### src/rtl/node_state_pkg.sv
package node_state_pkg;

  typedef enum logic [3:0] {
    ST_INIT   = 4'h1,
    ST_PREOP  = 4'h2,
    ST_BOOT   = 4'h3,
    ST_SAFEOP = 4'h4,
    ST_OP     = 4'h8
  } node_st_e;

  localparam logic [7:0] CODE_NONE  = 8'h00;
  localparam logic [7:0] CODE_BAD   = 8'h11;
  localparam logic [7:0] CODE_CFG   = 8'h12;
  localparam logic [7:0] CODE_FAULT = 8'h1A;

  // ordering used to decide whether a move goes upward
  function automatic logic [1:0] st_rank(input logic [3:0] s);
    case (s)
      ST_INIT:           st_rank = 2'd0;
      ST_PREOP, ST_BOOT: st_rank = 2'd1;
      ST_SAFEOP:         st_rank = 2'd2;
      default:           st_rank = 2'd3;
    endcase
  endfunction

  function automatic logic edge_ok(input logic [3:0] cur, input logic [3:0] nxt);
    case (cur)
      ST_INIT:   edge_ok = (nxt == ST_PREOP) || (nxt == ST_BOOT);
      ST_PREOP:  edge_ok = (nxt == ST_INIT) || (nxt == ST_SAFEOP);
      ST_BOOT:   edge_ok = (nxt == ST_INIT);
      ST_SAFEOP: edge_ok = (nxt == ST_PREOP) || (nxt == ST_OP);
      ST_OP:     edge_ok = (nxt == ST_SAFEOP) || (nxt == ST_PREOP) || (nxt == ST_INIT);
      default:   edge_ok = 1'b0;
    endcase
  endfunction

endpackage

### src/rtl/node_trans_check.sv
module node_trans_check
  import node_state_pkg::*;
#(
  parameter int CODE_W = 8
) (
  input  logic [3:0]        cur_i,
  input  logic [3:0]        req_i,
  input  logic              cfg_valid_i,
  input  logic              err_pend_i,
  output logic              take_o,
  output logic              set_err_o,
  output logic [CODE_W-1:0] code_o
);

  logic upward;
  assign upward = st_rank(req_i) > st_rank(cur_i);

  always_comb begin
    take_o    = 1'b0;
    set_err_o = 1'b0;
    code_o    = CODE_W'(CODE_NONE);
    if (req_i == cur_i) begin
      take_o = 1'b0;
    end else if (!edge_ok(cur_i, req_i)) begin
      set_err_o = 1'b1;
      code_o    = CODE_W'(CODE_BAD);
    end else if (upward && err_pend_i) begin
      take_o = 1'b0;
    end else if (cur_i == ST_PREOP && req_i == ST_SAFEOP && !cfg_valid_i) begin
      set_err_o = 1'b1;
      code_o    = CODE_W'(CODE_CFG);
    end else begin
      take_o = 1'b1;
    end
  end

  always_comb begin
    if (take_o) a_r4_take_legal: assert (edge_ok(cur_i, req_i));
  end

endmodule

### src/rtl/node_state_reg.sv
module node_state_reg
  import node_state_pkg::*;
#(
  parameter int CODE_W = 8
) (
  input  logic              clk_i,
  input  logic              rst_ni,
  input  logic              wr_i,
  input  logic              ack_i,
  input  logic              fault_i,
  input  logic              cfg_valid_i,
  input  logic [3:0]        nxt_i,
  input  logic              take_i,
  input  logic              set_err_i,
  input  logic [CODE_W-1:0] code_i,
  output logic [3:0]        state_o,
  output logic              err_o,
  output logic              err_pend_o,
  output logic [CODE_W-1:0] code_o
);

  logic [3:0]        state_q;
  logic              err_q;
  logic [CODE_W-1:0] code_q;

  assign err_pend_o = err_q && !(wr_i && ack_i);

  always_ff @(posedge clk_i or negedge rst_ni) begin
    if (!rst_ni) begin
      state_q <= ST_INIT;
      err_q   <= 1'b0;
      code_q  <= CODE_W'(CODE_NONE);
    end else if (fault_i) begin
      err_q  <= 1'b1;
      code_q <= CODE_W'(CODE_FAULT);
      if (state_q == ST_OP) state_q <= ST_SAFEOP;
    end else if (wr_i) begin
      if (set_err_i) begin
        err_q  <= 1'b1;
        code_q <= code_i;
      end else if (ack_i) begin
        err_q  <= 1'b0;
        code_q <= CODE_W'(CODE_NONE);
      end
      if (take_i) state_q <= nxt_i;
    end
  end

  assign state_o = state_q;
  assign err_o   = err_q;
  assign code_o  = code_q;

  a_r7_fault_in_op: assert property (@(posedge clk_i) disable iff (!rst_ni)
    (fault_i && state_q == ST_OP) |=> (state_q == ST_SAFEOP && err_q));

  a_r4_boot_only_from_init: assert property (@(posedge clk_i) disable iff (!rst_ni)
    (state_q == ST_BOOT && $past(state_q) != ST_BOOT) |-> $past(state_q) == ST_INIT);

  a_r6_cfg_needed: assert property (@(posedge clk_i) disable iff (!rst_ni)
    (!fault_i && state_q == ST_PREOP && !cfg_valid_i) |=> state_q != ST_SAFEOP);

  a_r8_no_climb_with_err: assert property (@(posedge clk_i) disable iff (!rst_ni)
    (err_q && !(wr_i && ack_i)) |=> st_rank(state_q) <= st_rank($past(state_q)));

  a_r10_idle_stable: assert property (@(posedge clk_i) disable iff (!rst_ni)
    (!wr_i && !fault_i) |=> ($stable(state_q) && $stable(err_q) && $stable(code_q)));

endmodule

### src/rtl/node_out_gate.sv
module node_out_gate
  import node_state_pkg::*;
#(
  parameter int              OUT_W    = 16,
  parameter logic [OUT_W-1:0] SAFE_VAL = '0
) (
  input  logic             clk_i,
  input  logic             rst_ni,
  input  logic [3:0]       state_i,
  input  logic [OUT_W-1:0] data_i,
  output logic             mbx_en_o,
  output logic             in_en_o,
  output logic             out_acc_o,
  output logic             out_drv_o,
  output logic [OUT_W-1:0] data_o
);

  always_comb begin
    mbx_en_o  = 1'b0;
    in_en_o   = 1'b0;
    out_acc_o = 1'b0;
    out_drv_o = 1'b0;
    case (state_i)
      ST_PREOP, ST_BOOT: mbx_en_o = 1'b1;
      ST_SAFEOP: begin
        mbx_en_o  = 1'b1;
        in_en_o   = 1'b1;
        out_acc_o = 1'b1;
      end
      ST_OP: begin
        mbx_en_o  = 1'b1;
        in_en_o   = 1'b1;
        out_acc_o = 1'b1;
        out_drv_o = 1'b1;
      end
      default: ;
    endcase
  end

  // per-bit hold to the safe value
  for (genvar b = 0; b < OUT_W; b++) begin : g_hold
    assign data_o[b] = out_drv_o ? data_i[b] : SAFE_VAL[b];
  end

  a_r3_safe_outside_op: assert property (@(posedge clk_i) disable iff (!rst_ni)
    (state_i != ST_OP) |-> data_o == SAFE_VAL);

  a_r2_drive_implies_rest: assert property (@(posedge clk_i) disable iff (!rst_ni)
    out_drv_o |-> (out_acc_o && in_en_o && mbx_en_o));

endmodule

### src/rtl/node_state_ctrl.sv
module node_state_ctrl
  import node_state_pkg::*;
#(
  parameter int               OUT_W    = 16,
  parameter int               CODE_W   = 8,
  parameter logic [OUT_W-1:0] SAFE_VAL = '0
) (
  input  logic              clk_i,
  input  logic              rst_ni,
  input  logic              req_wr_i,
  input  logic [3:0]        req_state_i,
  input  logic              err_ack_i,
  input  logic              cfg_valid_i,
  input  logic              fault_i,
  input  logic [OUT_W-1:0]  out_data_i,
  output logic [3:0]        state_o,
  output logic              err_o,
  output logic [CODE_W-1:0] err_code_o,
  output logic              mbx_en_o,
  output logic              in_en_o,
  output logic              out_acc_o,
  output logic              out_drv_o,
  output logic [OUT_W-1:0]  out_data_o
);

  logic [3:0]        cur;
  logic              err_pend;
  logic              take;
  logic              set_err;
  logic [CODE_W-1:0] chk_code;

  node_trans_check #(.CODE_W(CODE_W)) u_chk (
    .cur_i      (cur),
    .req_i      (req_state_i),
    .cfg_valid_i(cfg_valid_i),
    .err_pend_i (err_pend),
    .take_o     (take),
    .set_err_o  (set_err),
    .code_o     (chk_code)
  );

  node_state_reg #(.CODE_W(CODE_W)) u_reg (
    .clk_i      (clk_i),
    .rst_ni     (rst_ni),
    .wr_i       (req_wr_i),
    .ack_i      (err_ack_i),
    .fault_i    (fault_i),
    .cfg_valid_i(cfg_valid_i),
    .nxt_i      (req_state_i),
    .take_i     (take),
    .set_err_i  (set_err),
    .code_i     (chk_code),
    .state_o    (cur),
    .err_o      (err_o),
    .err_pend_o (err_pend),
    .code_o     (err_code_o)
  );

  node_out_gate #(.OUT_W(OUT_W), .SAFE_VAL(SAFE_VAL)) u_gate (
    .clk_i    (clk_i),
    .rst_ni   (rst_ni),
    .state_i  (cur),
    .data_i   (out_data_i),
    .mbx_en_o (mbx_en_o),
    .in_en_o  (in_en_o),
    .out_acc_o(out_acc_o),
    .out_drv_o(out_drv_o),
    .data_o   (out_data_o)
  );

  assign state_o = cur;

  a_r5_bad_code_holds: assert property (@(posedge clk_i) disable iff (!rst_ni)
    (req_wr_i && !fault_i && !edge_ok(state_o, req_state_i) && req_state_i != state_o)
    |=> ($stable(state_o) && err_o && err_code_o == CODE_W'(CODE_BAD)));

  a_r9_ack_clears: assert property (@(posedge clk_i) disable iff (!rst_ni)
    (req_wr_i && err_ack_i && !fault_i && req_state_i == state_o) |=> !err_o);

endmodule

### config.mk
export PLATFORM = sky130hd
export DESIGN_NAME = node_state_ctrl
export DESIGN_NICKNAME = d
export VERILOG_FILES = /design/src/rtl/node_state_pkg.sv /design/src/rtl/node_trans_check.sv /design/src/rtl/node_state_reg.sv /design/src/rtl/node_out_gate.sv /design/src/rtl/node_state_ctrl.sv
export SDC_FILE = /design/constraint.sdc
export NUM_CORES = 1
export LEC_CHECK = 0
export BUFFER_PORTS_ARGS = -buffer_cell sky130_fd_sc_hd__buf_2
export CAP_MARGIN = 0
export CORE_MARGIN = 2
export CORE_UTILIZATION = 44
export CTS_BUF_LIST = sky130_fd_sc_hd__clkbuf_8
export CTS_CLUSTER_SIZE = 25
export DETAILED_ROUTE_END_ITERATION = 6
export MAX_ROUTING_LAYER = met4
export PLACE_DENSITY_LB_ADDON = 0.05
export SETUP_SLACK_MARGIN = 0.5
export SLEW_MARGIN = 15
export SYNTH_ARGS = -nofsm -noshare
export SYNTH_HDL_FRONTEND = slang
export SYNTH_SLANG_ARGS = --single-unit
### constraint.sdc
create_clock -name clk_i -period 2.5 [get_ports clk_i]
set_input_delay 0.125 -clock clk_i [delete_from_list [all_inputs] [get_ports clk_i]]
set_output_delay 0.125 -clock clk_i [all_outputs]
set_load 0.05 [all_outputs]
==> run_results.csv <==
group,metric,value,unit
run_status,run_status,"finished, final reports clean",
sta,fmaxAchievable,463,MHz
placed_design,gp_congestion,0.793,
worst_setup_path,critical-path-max-stage-delay,0.59,ns
global_routing,grt-ovfl-total,0,
routing,wirelength,2400,microns
sta,period_share,86.4,%
routing,first_pass_iters,4,
clock_network,cts.sinks,8,
logic_synthesis,ys.flop_type,"dfrtp_1",
sta,tns,0,ns
global_routing,grt_pass1_vias,764,
logic_synthesis,synth_area_leader_cell,"dfrtp_1",
global_routing,grt_max_degree,12,
logic_synthesis,synth_xor_area_share,7.47,%
cells_and_area,final_util,65.4,%
placed_design,hpwl,1820,microns
global_routing,grt_pass1_wl,3460,microns
sta,finalCriticalPeriod,2.16,ns
cells_and_area,n_fill_cell,173,
power_and_ir_drop,clock_power_share,9.5,%
worst_setup_path,cp-start-kind,"register",
worst_setup_path,critPathLaunch,"u_reg.state_o[0]",
worst_setup_path,critPathKind,"reg -> reg",
min_path,min_from,"err_ack_i",
logic_synthesis,synth_adder_area_share,2.67,%
logic_synthesis,yosys.cell_types.count,45,
placed_design,port_buffers,54,
logic_synthesis,synth_top_family_by_area,"simple AND/OR/NAND/NOR gates",
power_and_ir_drop,p_int,0.000784,W
sta,rsz0062_at_grt,"true",
floorplanning,die_w,50.2,microns
worst_setup_path,endpoint_kind,"register",
logic_synthesis,synth_compound_area_share,13.6,%
floorplanning,fp-row-count,16,
routing,first_iter_violations,17,
sta,hold_viol,0,
routing,viasPerCell,4.93,
worst_setup_path,arrival,2.27,ns
placed_design,placedCellCount,178,
logic_synthesis,synth_top_area_share,18.7,%
logic_synthesis,synthSimpleGateAreaFrac,34.4,%
cells_and_area,drive_gt1_share,55.5,%
logic_synthesis,synth_cells,109,
cells_and_area,antennaDiodeCount,0,
power_and_ir_drop,p_seq_share,16.5,%
logic_synthesis,ys_seq_area_share,21.5,%
sta,setup_viol,0,
logic_synthesis,synthTopCellsByArea,"dfrtp_1 19%, and2_1 11%, xnor2_1 6.5%, buf_4 4.8%, mux2_4 4.8%",
power_and_ir_drop,combPwrFrac,74.0,%
logic_synthesis,ys_seq_elements,8,
routing,wl_per_cell,12.6,microns
clock_network,cts_tree,"done",
floorplanning,die_y,50.2,microns
logic_synthesis,synth_area,938,sq um
logic_synthesis,yosysWarnings,0,
global_routing,antenna_found_initial,0,
power_and_ir_drop,power.density,1360,mW/mm^2
logic_synthesis,postSynth.asyncResetShare,100,%
sta,holdWs,0.141,ns
worst_setup_path,crit_slowest_cell,"dfstp_2",
routing,antenna_left,0,
global_routing,grtUsageTotal,18.5,%
clock_network,cts_root_buffer,"clkbuf_8",
sta,fin_skew,0.00254,ns
power_and_ir_drop,leakage,0.722,nW
worst_setup_path,r2r_start,"u_reg.state_o[0]",
clock_network,clock_latency,0.23,ns
floorplanning,start_util,47.3,%
floorplanning,dieArea,0.00252,sq mm
logic_synthesis,synth.area.mux_share,5.87,%
min_path,min_path_type,"in -> reg",
worst_setup_path,path_max_fanout,6,
logic_synthesis,synth_edf_count,0,
power_and_ir_drop,irDropWorstVdd,0.000917,V
worst_setup_path,cp_cell_sequence,"xnor2_1, or3_1, ha_1, nand2_1, o211ai_1, nand2_1, nand4b_4, mux2_4",
floorplanning,core_area,0.00198,sq mm
routing,vias,942,
worst_setup_path,cp.required,2.61,ns
clock_network,clockBufferDepth,2,
power_and_ir_drop,p_sw,0.000976,W
run,drv_cap,0,
clock_network,cts_buffers,3,
worst_setup_path,critical_path.most_common_cell,"nand2_1",
sta,maxSlewViolCount,0,
power_and_ir_drop,sw_frac_of_total,55.5,%
routing,drcViolationCount,0,
cells_and_area,fin_nets,193,
clock_network,h-tree-depth,1,
cells_and_area,synthToLayoutAreaGrowth,38.1,%
logic_synthesis,avgSynthCellArea,8.61,sq um
clock_network,clkTransAtPathRegs,0.05,ns
cells_and_area,stdcell_count,191,
floorplanning,ios,59,
power by group through the flow:
| stage | Combinational [W] | Clock, W | Sequential [W] |
|---|---|---|---|
| after floorplan | 0.000960 | 0 | 0.000369 |
| after global placement | 0.00114 | 0 | 0.000314 |
| after detailed placement | 0.00115 | 0 | 0.000316 |
| after CTS | 0.00124 | 0.000168 | 0.000300 |
| after global routing | 0.00138 | 0.000174 | 0.000304 |
| final | 0.00130 | 0.000167 | 0.000291 |
critical path, delay by kind of cell, from the launching register on:
family	cells	cell delay, ns
DFF	1	0.59
muxes	1	0.32
xor gates and xnor gates	1	0.08
and+or+nand+nor	4	0.70
AOI/OAI and AO/OA	1	0.07
adders and majority gates	1	0.29
cells in the final DEF (no fill, tap or decap), types with 2 or more instances in the layout:
master    instances
a21boi_0          2
a21oi_1           3
and2_1            8
and2_2            8
buf_2            53
buf_4             8
clkbuf_8          3
conb_1            4
dfrtp_1           4
dfrtp_2           3
ha_1              2
inv_1             5
mux2_4            3
nand2_1           4
nand3_1           3
nor2_1            9
nor3_1            2
nor4b_2           2
o21ai_0           4
xnor2_1           7
area by class of cell:
type                    instances  area (sq um)  area share [%]
inverters                       4          15.0            1.16
flip-flops and latches          8           205            15.8
repair buffers                 64           358            27.6
clock buffers                   3          41.3            3.19
clock inverters                 1          3.75           0.290
well taps                      27          33.8            2.61
multi-input cells              84           639            49.3
per-stage QoR:
step	setup WS [ns]	power, W	area (sq um)
after floorplan	0.200	0.00133	968
after global placement	0.255	0.00145	1160
after detailed placement	0.222	0.00146	1160
after CTS	0.346	0.00171	1260
after global routing	0.243	0.00185	1300
final	0.339	0.00176	1300
metal layers:
metal / vias up / part of all wire, % / GRT usage (%)
met5: - / 0 / -
met4: 0 / 0.58 / 5.09
met3: 2 / 7.8 / 5.06
met2: 46 / 50 / 32.2
met1: 420 / 41 / 20.5
li1: 474 / - / -
cell usage after synthesis, drive strengths merged, types with 2 or more instances:
cell and count:
and2 16, buf 11, nor2 10, dfrtp 7, xnor2 7, clkbuf 5
inv 4, nand2 4, o21ai 4, a21oi 3, mux2 3, nand3 3
nor3 3, nor4b 3, a21boi 2, ha 2, nor2b 2, or3 2
what timing repair did:
action / CTS / global route
pin swaps: 0 / 1
buffers inserted: 3 / 4
cloned: 1 / 0
gates resized for setup: 2 / 2
setup endpoints to repair: 9 / 28
hold buffers: 1 / 0
endpoints found under the hold margin: 8 / 0
cells by family after synthesis:
group | after synthesis
fa+ha+maj | 2
other cells | 1
buf+inv | 20
compound gates | 17
flops | 8
mux | 4
simple gates | 49
xor+xnor | 8
state kept, by name, indices dropped and copies added (netlist names):
| signal | count |
|---|---|
| u_reg.state_o | 4 |
| u_reg.err_o | 1 |
| u_reg.code_o | 3 |
worst paths after layout:
path                       slack (ns)  cells past startpoint               end
setup / recovery                 0.34                      8  u_reg.state_o[3]
hold / removal                   0.14                      2   u_reg.code_o[3]
setup reg to reg                 0.34                      8  u_reg.state_o[3]
hold reg to reg                  0.54                      1   u_reg.code_o[0]
max in group asynchronous        1.99                      2  u_reg.state_o[0]
min in group asynchronous        0.27                      2   u_reg.code_o[3]
Power figures use the tool's default switching activity.
